File: src/rtl/sdwin_pkg.sv
package sdwin_pkg;
  localparam int ADDR_W    = 32;
  localparam int CFG_W     = 32;
  localparam int BASE_LSB  = 23;
  localparam int BASE_W    = CFG_W - BASE_LSB;
  localparam int CODE_LSB  = 17;
  localparam int CODE_W    = 3;
  localparam int EN_BIT    = 0;
  localparam int UNIT_LOG2 = 22;
  localparam logic [CODE_W-1:0] CODE_BAD = '1;
  localparam int WIDE_W    = ADDR_W + 1;
endpackage

File: src/rtl/sdwin_bank_match.sv
module sdwin_bank_match
  import sdwin_pkg::*;
(
  input  logic [CFG_W-1:0]  cfg,
  input  logic              ctrl_en,
  input  logic [ADDR_W-1:0] addr,
  output logic              hit,
  output logic [ADDR_W-1:0] offset
);
  logic [WIDE_W-1:0] base_w;
  logic [WIDE_W-1:0] size_w;
  logic [WIDE_W-1:0] diff_w;
  logic [CODE_W-1:0] code;
  logic              at_or_above;

  always_comb begin
    code   = cfg[CODE_LSB +: CODE_W];
    base_w = {1'b0, cfg[CFG_W-1:BASE_LSB], {BASE_LSB{1'b0}}};
    if (code == CODE_BAD) size_w = '0;
    else                  size_w = WIDE_W'(1) << (UNIT_LOG2 + int'(code));
    diff_w      = {1'b0, addr} - base_w;
    at_or_above = ({1'b0, addr} >= base_w);
    hit    = ctrl_en && cfg[EN_BIT] && at_or_above && (diff_w < size_w);
    offset = diff_w[ADDR_W-1:0];
  end
endmodule

File: src/rtl/sdwin_prio.sv
module sdwin_prio
  import sdwin_pkg::*;
#(
  parameter int NUM_BANKS = 4,
  parameter int IDX_W     = 2
) (
  input  logic [NUM_BANKS-1:0]        hits,
  input  logic [NUM_BANKS*ADDR_W-1:0] offsets,
  output logic [NUM_BANKS-1:0]        grant,
  output logic [IDX_W-1:0]            idx,
  output logic [ADDR_W-1:0]           offset,
  output logic                        miss
);
  always_comb begin
    grant  = '0;
    idx    = '0;
    offset = '0;
    for (int i = NUM_BANKS - 1; i >= 0; i--) begin
      if (hits[i]) begin
        grant    = '0;
        grant[i] = 1'b1;
        idx      = IDX_W'(i);
        offset   = offsets[i*ADDR_W +: ADDR_W];
      end
    end
    miss = (hits == '0);
  end
endmodule

File: src/rtl/sdwin_out_stage.sv
module sdwin_out_stage #(
  parameter int W       = 8,
  parameter bit REG_OUT = 1'b1
) (
  input  logic         clk,
  input  logic         rst_n,
  input  logic         in_valid,
  output logic         in_ready,
  input  logic [W-1:0] in_data,
  output logic         out_valid,
  input  logic         out_ready,
  output logic [W-1:0] out_data
);
  generate
    if (REG_OUT) begin : g_reg
      logic         v_q;
      logic [W-1:0] d_q;
      always_ff @(posedge clk) begin
        if (!rst_n) begin
          v_q <= 1'b0;
          d_q <= '0;
        end else if (!v_q || out_ready) begin
          v_q <= in_valid;
          if (in_valid) d_q <= in_data;
        end
      end
      assign in_ready  = !v_q || out_ready;
      assign out_valid = v_q;
      assign out_data  = d_q;
    end else begin : g_comb
      assign in_ready  = out_ready;
      assign out_valid = in_valid;
      assign out_data  = in_data;
    end
  endgenerate
endmodule

File: src/rtl/sdwin_decoder.sv
module sdwin_decoder
  import sdwin_pkg::*;
#(
  parameter int NUM_BANKS = 4,
  parameter bit REG_OUT   = 1'b1,
  parameter int IDX_W     = (NUM_BANKS > 1) ? $clog2(NUM_BANKS) : 1
) (
  input  logic                       clk,
  input  logic                       rst_n,
  input  logic                       ctrl_en,
  input  logic [NUM_BANKS*CFG_W-1:0] bank_cfg,
  input  logic                       in_valid,
  output logic                       in_ready,
  input  logic [ADDR_W-1:0]          in_addr,
  output logic                       out_valid,
  input  logic                       out_ready,
  output logic [NUM_BANKS-1:0]       out_hit,
  output logic [IDX_W-1:0]           out_idx,
  output logic [ADDR_W-1:0]          out_offset,
  output logic                       out_miss
);
  localparam int RES_W = NUM_BANKS + IDX_W + ADDR_W + 1;

  logic [NUM_BANKS-1:0]        bank_hit;
  logic [NUM_BANKS*ADDR_W-1:0] bank_off;
  logic [NUM_BANKS-1:0]        sel_grant;
  logic [IDX_W-1:0]            sel_idx;
  logic [ADDR_W-1:0]           sel_off;
  logic                        sel_miss;
  logic [RES_W-1:0]            res_d;
  logic [RES_W-1:0]            res_q;

  generate
    for (genvar b = 0; b < NUM_BANKS; b++) begin : g_bank
      sdwin_bank_match u_match (
        .cfg    (bank_cfg[b*CFG_W +: CFG_W]),
        .ctrl_en(ctrl_en),
        .addr   (in_addr),
        .hit    (bank_hit[b]),
        .offset (bank_off[b*ADDR_W +: ADDR_W])
      );
    end
  endgenerate

  sdwin_prio #(.NUM_BANKS(NUM_BANKS), .IDX_W(IDX_W)) u_prio (
    .hits   (bank_hit),
    .offsets(bank_off),
    .grant  (sel_grant),
    .idx    (sel_idx),
    .offset (sel_off),
    .miss   (sel_miss)
  );

  assign res_d = {sel_grant, sel_idx, sel_off, sel_miss};

  sdwin_out_stage #(.W(RES_W), .REG_OUT(REG_OUT)) u_stage (
    .clk      (clk),
    .rst_n    (rst_n),
    .in_valid (in_valid),
    .in_ready (in_ready),
    .in_data  (res_d),
    .out_valid(out_valid),
    .out_ready(out_ready),
    .out_data (res_q)
  );

  assign {out_hit, out_idx, out_offset, out_miss} = res_q;
endmodule

File: config.mk
export PLATFORM = sky130hd
export DESIGN_NAME = sdwin_decoder
export DESIGN_NICKNAME = d
export VERILOG_FILES = /design/src/rtl/sdwin_pkg.sv /design/src/rtl/sdwin_bank_match.sv /design/src/rtl/sdwin_prio.sv /design/src/rtl/sdwin_out_stage.sv /design/src/rtl/sdwin_decoder.sv
export SDC_FILE = /design/constraint.sdc
export NUM_CORES = 1
export LEC_CHECK = 0
export BUFFER_PORTS_ARGS = -buffer_cell sky130_fd_sc_hd__buf_2
export CAP_MARGIN = 5
export CORE_MARGIN = 2
export CORE_UTILIZATION = 50
export CTS_BUF_LIST = sky130_fd_sc_hd__clkbuf_8
export DETAILED_ROUTE_END_ITERATION = 12
export GPL_TIMING_DRIVEN = 0
export PLACE_DENSITY = 0.84
export RECOVER_POWER = 50
export SYNTH_ARGS = -nofsm -noshare
export SYNTH_HDL_FRONTEND = slang
export SYNTH_SLANG_ARGS = --single-unit
File: constraint.sdc
create_clock -name clk -period 6.6 [get_ports clk]
set_input_delay 1.98 -clock clk [delete_from_list [all_inputs] [get_ports clk]]
set_output_delay 1.98 -clock clk [all_outputs]
set_load 0.02 [all_outputs]
After elaboration in Yosys (flattened, before gate mapping)
Index checks and enable logic that the tools add are counted.

Input bits: 165. Logic and storage cells: 58. Register bits after elaboration: 40. Output and inout bits: 41.

Order comparisons: 8. Reduce and logical (&&, ||, !) cells: 16. Shifts and indexed selects: 4. Multiplexer cells: 16. Equality and inequality tests: 4. $add $sub $neg: 8.

Operators with widths (count): $lt 33x33->1 (4); $mux 33 (4); $shl 1x32->33 const A (4); $sub 32x32->33 (4); $ge 32x32->1 (4); $mux 32 (4); $add 5x3->6 const A (4); $mux 4 (4); $eq 3x3->1 const B (4); $logic_and 1x1->1 (12); $mux 2 (4); $logic_not 4->1 (1); $reduce_and 2->1 (1); $logic_not 1->1 (1); $logic_or 1x1->1 (1).

Depth between registers and ports, before layout
Depth after elaboration: 9. Mapped depth: 20. Depth with buffers taken out: 18.

Cells and area by module
From an unflattened synthesis, not the netlist that was laid out.

Cell total of the unflattened synthesis: 869. Area total of the unflattened synthesis: 6444.9 µm².

By module, submodules not included: sdwin_bank_match (seq. area each 0.0 µm², times used 4, cells an instance 142, area each 1003.5 µm²); sdwin_out_stage (seq. area each 800.8 µm², times used 1, cells an instance 175, area each 1597.8 µm²); sdwin_prio (seq. area each 0.0 µm², times used 1, cells an instance 126, area each 833.3 µm²).

Worst setup path before layout
Ideal clock, no wire load.

Path kind: input to register. From: input in_addr[23]. To: register u_stage.g_reg.d_q[32] (netlist: u_stage.out_data[32]). Path buffers: 1. Stages on the path: 16. Setup time: 0.129 ns. Data arrival time: 5.127 ns. Setup slack: 1.345 ns. Cells stage by stage: inv_1 ha_1 inv_1 fa_1 a21o_1 a221oi_2 xnor2_1 ha_1 o21a_1 o21ai_0 a31oi_1 nor4_4 clkbuf_1 nor4b_1 a2111oi_0 nor2_1.

Longest elaborated chain between the ends: 7. Elaborated cells on any way between the ends: 24. Those cells by class: add/sub (4); order compare (8); mux (4); reduce/logical (8).

RTL lines: start: declaration (line sdwin_decoder.sv:14) `input logic [ADDR_W-1:0] in_addr,`; $sub 32x32->33 / $ge 32x32->1 (equally long branches) (line sdwin_bank_match.sv:21, sdwin_bank_match.sv:22); $lt 33x33->1 / $logic_and 1x1->1 (equally long branches) (line sdwin_bank_match.sv:23) `hit = ctrl_en && cfg[EN_BIT] && at_or_above && (diff_w < size_w);`; $logic_and 1x1->1 (line sdwin_bank_match.sv:23); $mux 32 (3 in a row) (line sdwin_prio.sv:19) `if (hits[i]) begin`; $mux 32 * (line sdwin_prio.sv:19); end signal: assignment (line sdwin_out_stage.sv:24) `if (in_valid) d_q <= in_data;`; end: declaration (line sdwin_out_stage.sv:17) `logic [W-1:0] d_q;`.

Mark *: on every way between the ends. The rest lies on a longest branch, timed or not. A chain may end at the register's enable or synchronous reset.

Worst setup path after layout
From: input in_addr[24]. To: register u_stage.g_reg.d_q[11] (netlist: u_stage.out_data[11]).

Same word-level chain as after synthesis.

==> results.md <==
* Fin util at 60.8%
* Mapped Nets at 876
* R2R depth at 6
* Fin area at 5600 um2
* Register area share after synthesis at 16.9%
* H-tree depth at 2
* Drt pass-1 iters at 5
* Synth Area per Inst at 7.63 um2
* Clk pwr share at 26.0%
* Area after DPL at 5520 um2
* # Post-CTS Setup Buffers at 0
* Post-Place Cells at 860
* Sink Count at 40
* Sw Pwr at 0.341 mW
* Initial antenna violation count at 0
* First-pass GRT wire length at 22600 um
* First DRT Iteration DRCs at 263
* Cell Int Power at 0.567 mW
* Period utilisation layout at 94.4%
* Detailed placer's ending HPWL at 12100 um
* WL per Instance at 16.8 um
* Die area at 10300 um2
* Slew Limit Fails at 0
* Die Ht at 101 um
* Power density cells at 162 nW/um2
* Critical path data arrival time at 6.47 ns
* Worst Path Class, Setup: in -> reg
* Sw Share at 37.5%
* Crit path launch: in_addr[24]
* Result of the run: completed
* CTS tree: built
* Comb pwr share at 46.0%
* Largest area contributor in the netlist: ha_1
* Critical Path RT at 6.84 ns
* Commonest non-fill, non-tap cells in the layout: 93 x buf_2, 87 x ha_1, 75 x nand2_1
* Root Buffer Master: clkbuf_8
* Mapped cell area at 4730 um2
* Layout cells sized above 1 at 14.4%
* Nets at 1012
* Rows at 35
* End of the critical path: u_stage.out_data[11]
* Non-filler instance count after layout at 867
* CTS resizes at 0
* TNS Setup at 0 ns
* All-layer global routing usage at 27.9%
* Crit Reg-Reg Startpoint: u_stage.out_valid
* ANT nets after route at 0
* Clk_skew at 0.00465 ns
* Routed vias/inst at 5.97
* Max_cap viols at 0
* Flop pwr share at 28.0%
* Clock-pin slew on the worst setup and hold paths at 0.08 ns
* DIE WIDTH at 101 um
* GRT overflow at 0
* Core area at 9200 um2
* DRC viols at 0
* Total CTS buffers at 5
* Routed WL at 14500 um
* Antenna diode count at 0
* Final Critical Period at 6.23 ns
* Hold Crit Class: reg -> reg
* GPL Wtd Cong at 0.939
* Number of synthesis warnings at 0
* Async SR Flop Fraction at 0%
* # port buffers at 129
* Area Overhead vs Synth at 18.2%
* Largest net degree at the start of global routing at 13
* Cell variety after synth at 58
* Synth Flop Type: dfxtp_1
* Max Freq at 160 MHz
* CTS Hold Bufs at 0
* CTS max path bufs at 2
* FF+latch count, synth at 40
* Setup violations, final at 0
* Post-synth EDFFs at 0
* Vias in the first global route at 4864
* Final hold violations at 0
* I/O pin count at 206
* Pleak at 2.57 nW
* Max_slew headroom at 55.8%
* Clk_lat worst skew at 0.30 ns
* CP endpoint kind: flop
* Syn Inst Count at 620
* Commonest non-fill, non-tap cell in the layout: buf_2
* RSZ-0062 raised after global routing: false
* CP Max Fanout at 10
* Reg2reg end: u_stage.out_data[25]
* Yosys top cell area share at 23.0%
* Reg2reg setup slack at 4.76 ns
* Worst slew pin tran at 0.661 ns
* Via count at 5174
* Peak VDD IR at 0.0976 mV
* Initial Util at 51.5%
* Crit start category: input pin
* Synth area leaders: ha_1 23%, dfxtp_1 17%, nand2_1 5.9%, inv_1 4.6%, nor2_1 4.5%
[cell usage after synthesis, types with 11 or more instances]
library cell	n
a211oi_1	11
a21o_1	12
a21oi_1	36
a22o_1	23
dfxtp_1	40
ha_1	87
inv_1	58
nand2_1	75
nand3_1	14
nor2_1	57
nor2b_1	18
nor3_1	11
o21ai_0	35
[flip-flops by register name, indices dropped and copies added (netlist names)]
name	cells
u_stage.out_data	39
u_stage.out_valid	1
[stage by stage]
step | power [mW] | hold slack (ns) | worst slack [ns]
floorplan | 0.546 | 0.530 | 1.34
global placement | 0.653 | 0.441 | 0.297
detailed placement | 0.671 | 0.447 | 0.156
CTS | 0.904 | 0.460 | 0.464
global route | 0.969 | 0.486 | 0.0865
finish | 0.908 | 0.463 | 0.367
[worst min-delay path by stage]
stage | start | end | slack, ns | depth (start not counted)
floorplan | u_stage.out_data[34] | u_stage.out_data[34] | 0.53 | 2
global placement | u_stage.out_data[34] | u_stage.out_data[34] | 0.44 | 2
detailed placement | u_stage.out_data[0] | u_stage.out_data[0] | 0.45 | 2
CTS | u_stage.out_data[34] | u_stage.out_data[34] | 0.46 | 2
global route | u_stage.out_data[34] | u_stage.out_data[34] | 0.49 | 2
finish | u_stage.out_data[36] | u_stage.out_data[36] | 0.46 | 2
[routing by layer]
metal	track usage (%)	wire length, um	share of wire [%]	vias up
met5	0	0	0	-
met4	7.80	323	2.2	0
met3	3.86	970	6.7	30
met2	47.5	6750	46	188
met1	36.9	6500	45	2414
li1	-	-	-	2542
[layout make-up]
| type | instances | area (um2) |
|---|---|---|
| Tap cell | 111 | 139 |
| Fill cell | 873 | 3600 |
| Buffer | 12 | 50.0 |
| Clock inverter | 2 | 60.1 |
| Inverter | 58 | 218 |
| Sequential cell | 40 | 801 |
| Multi-Input combinational cell | 510 | 3660 |
| Timing Repair Buffer | 129 | 596 |
| Clock buffer | 5 | 68.8 |
[worst max-delay path: stages]
cell	delay, ns
buf_2	0.28
ha_1	0.31
nor2b_1	0.15
o31ai_1	0.46
a211oi_1	0.18
a211oi_1	0.42
a21boi_0	0.45
ha_1	0.31
o21a_1	0.11
o21ai_0	0.13
o21ai_0	0.14
a221oi_1	0.42
buf_2	0.32
nor2_2	0.10
a21oi_2	0.27
buf_2	0.27
a22o_1	0.18
[power by group through the flow]
stage	registers (mW)	logic [mW]	clock network, mW
after CTS	0.254	0.414	0.235
after global routing	0.255	0.468	0.246
after floorplan	0.268	0.277	0
after detailed placement	0.260	0.412	0
final	0.254	0.418	0.236
after global placement	0.259	0.394	0
[cells by family (layout without fill, tap and decap cells)]
| group | count (synthesis) | in the layout | synth area share [%] |
|---|---|---|---|
| AND/OR/NAND/NOR | 219 | 219 | 22.5 |
| buffers and inverters | 70 | 206 | 5.66 |
| XOR/XNOR | 18 | 18 | 3.33 |
| flip-flops | 40 | 40 | 16.9 |
| AO/OA/AOI/OAI | 180 | 180 | 26.5 |
| adder cells (fa/ha/maj) | 91 | 91 | 24.7 |
| multiplexers | 2 | 2 | 0.449 |
Note: power is estimated with default switching activity, not from simulation.
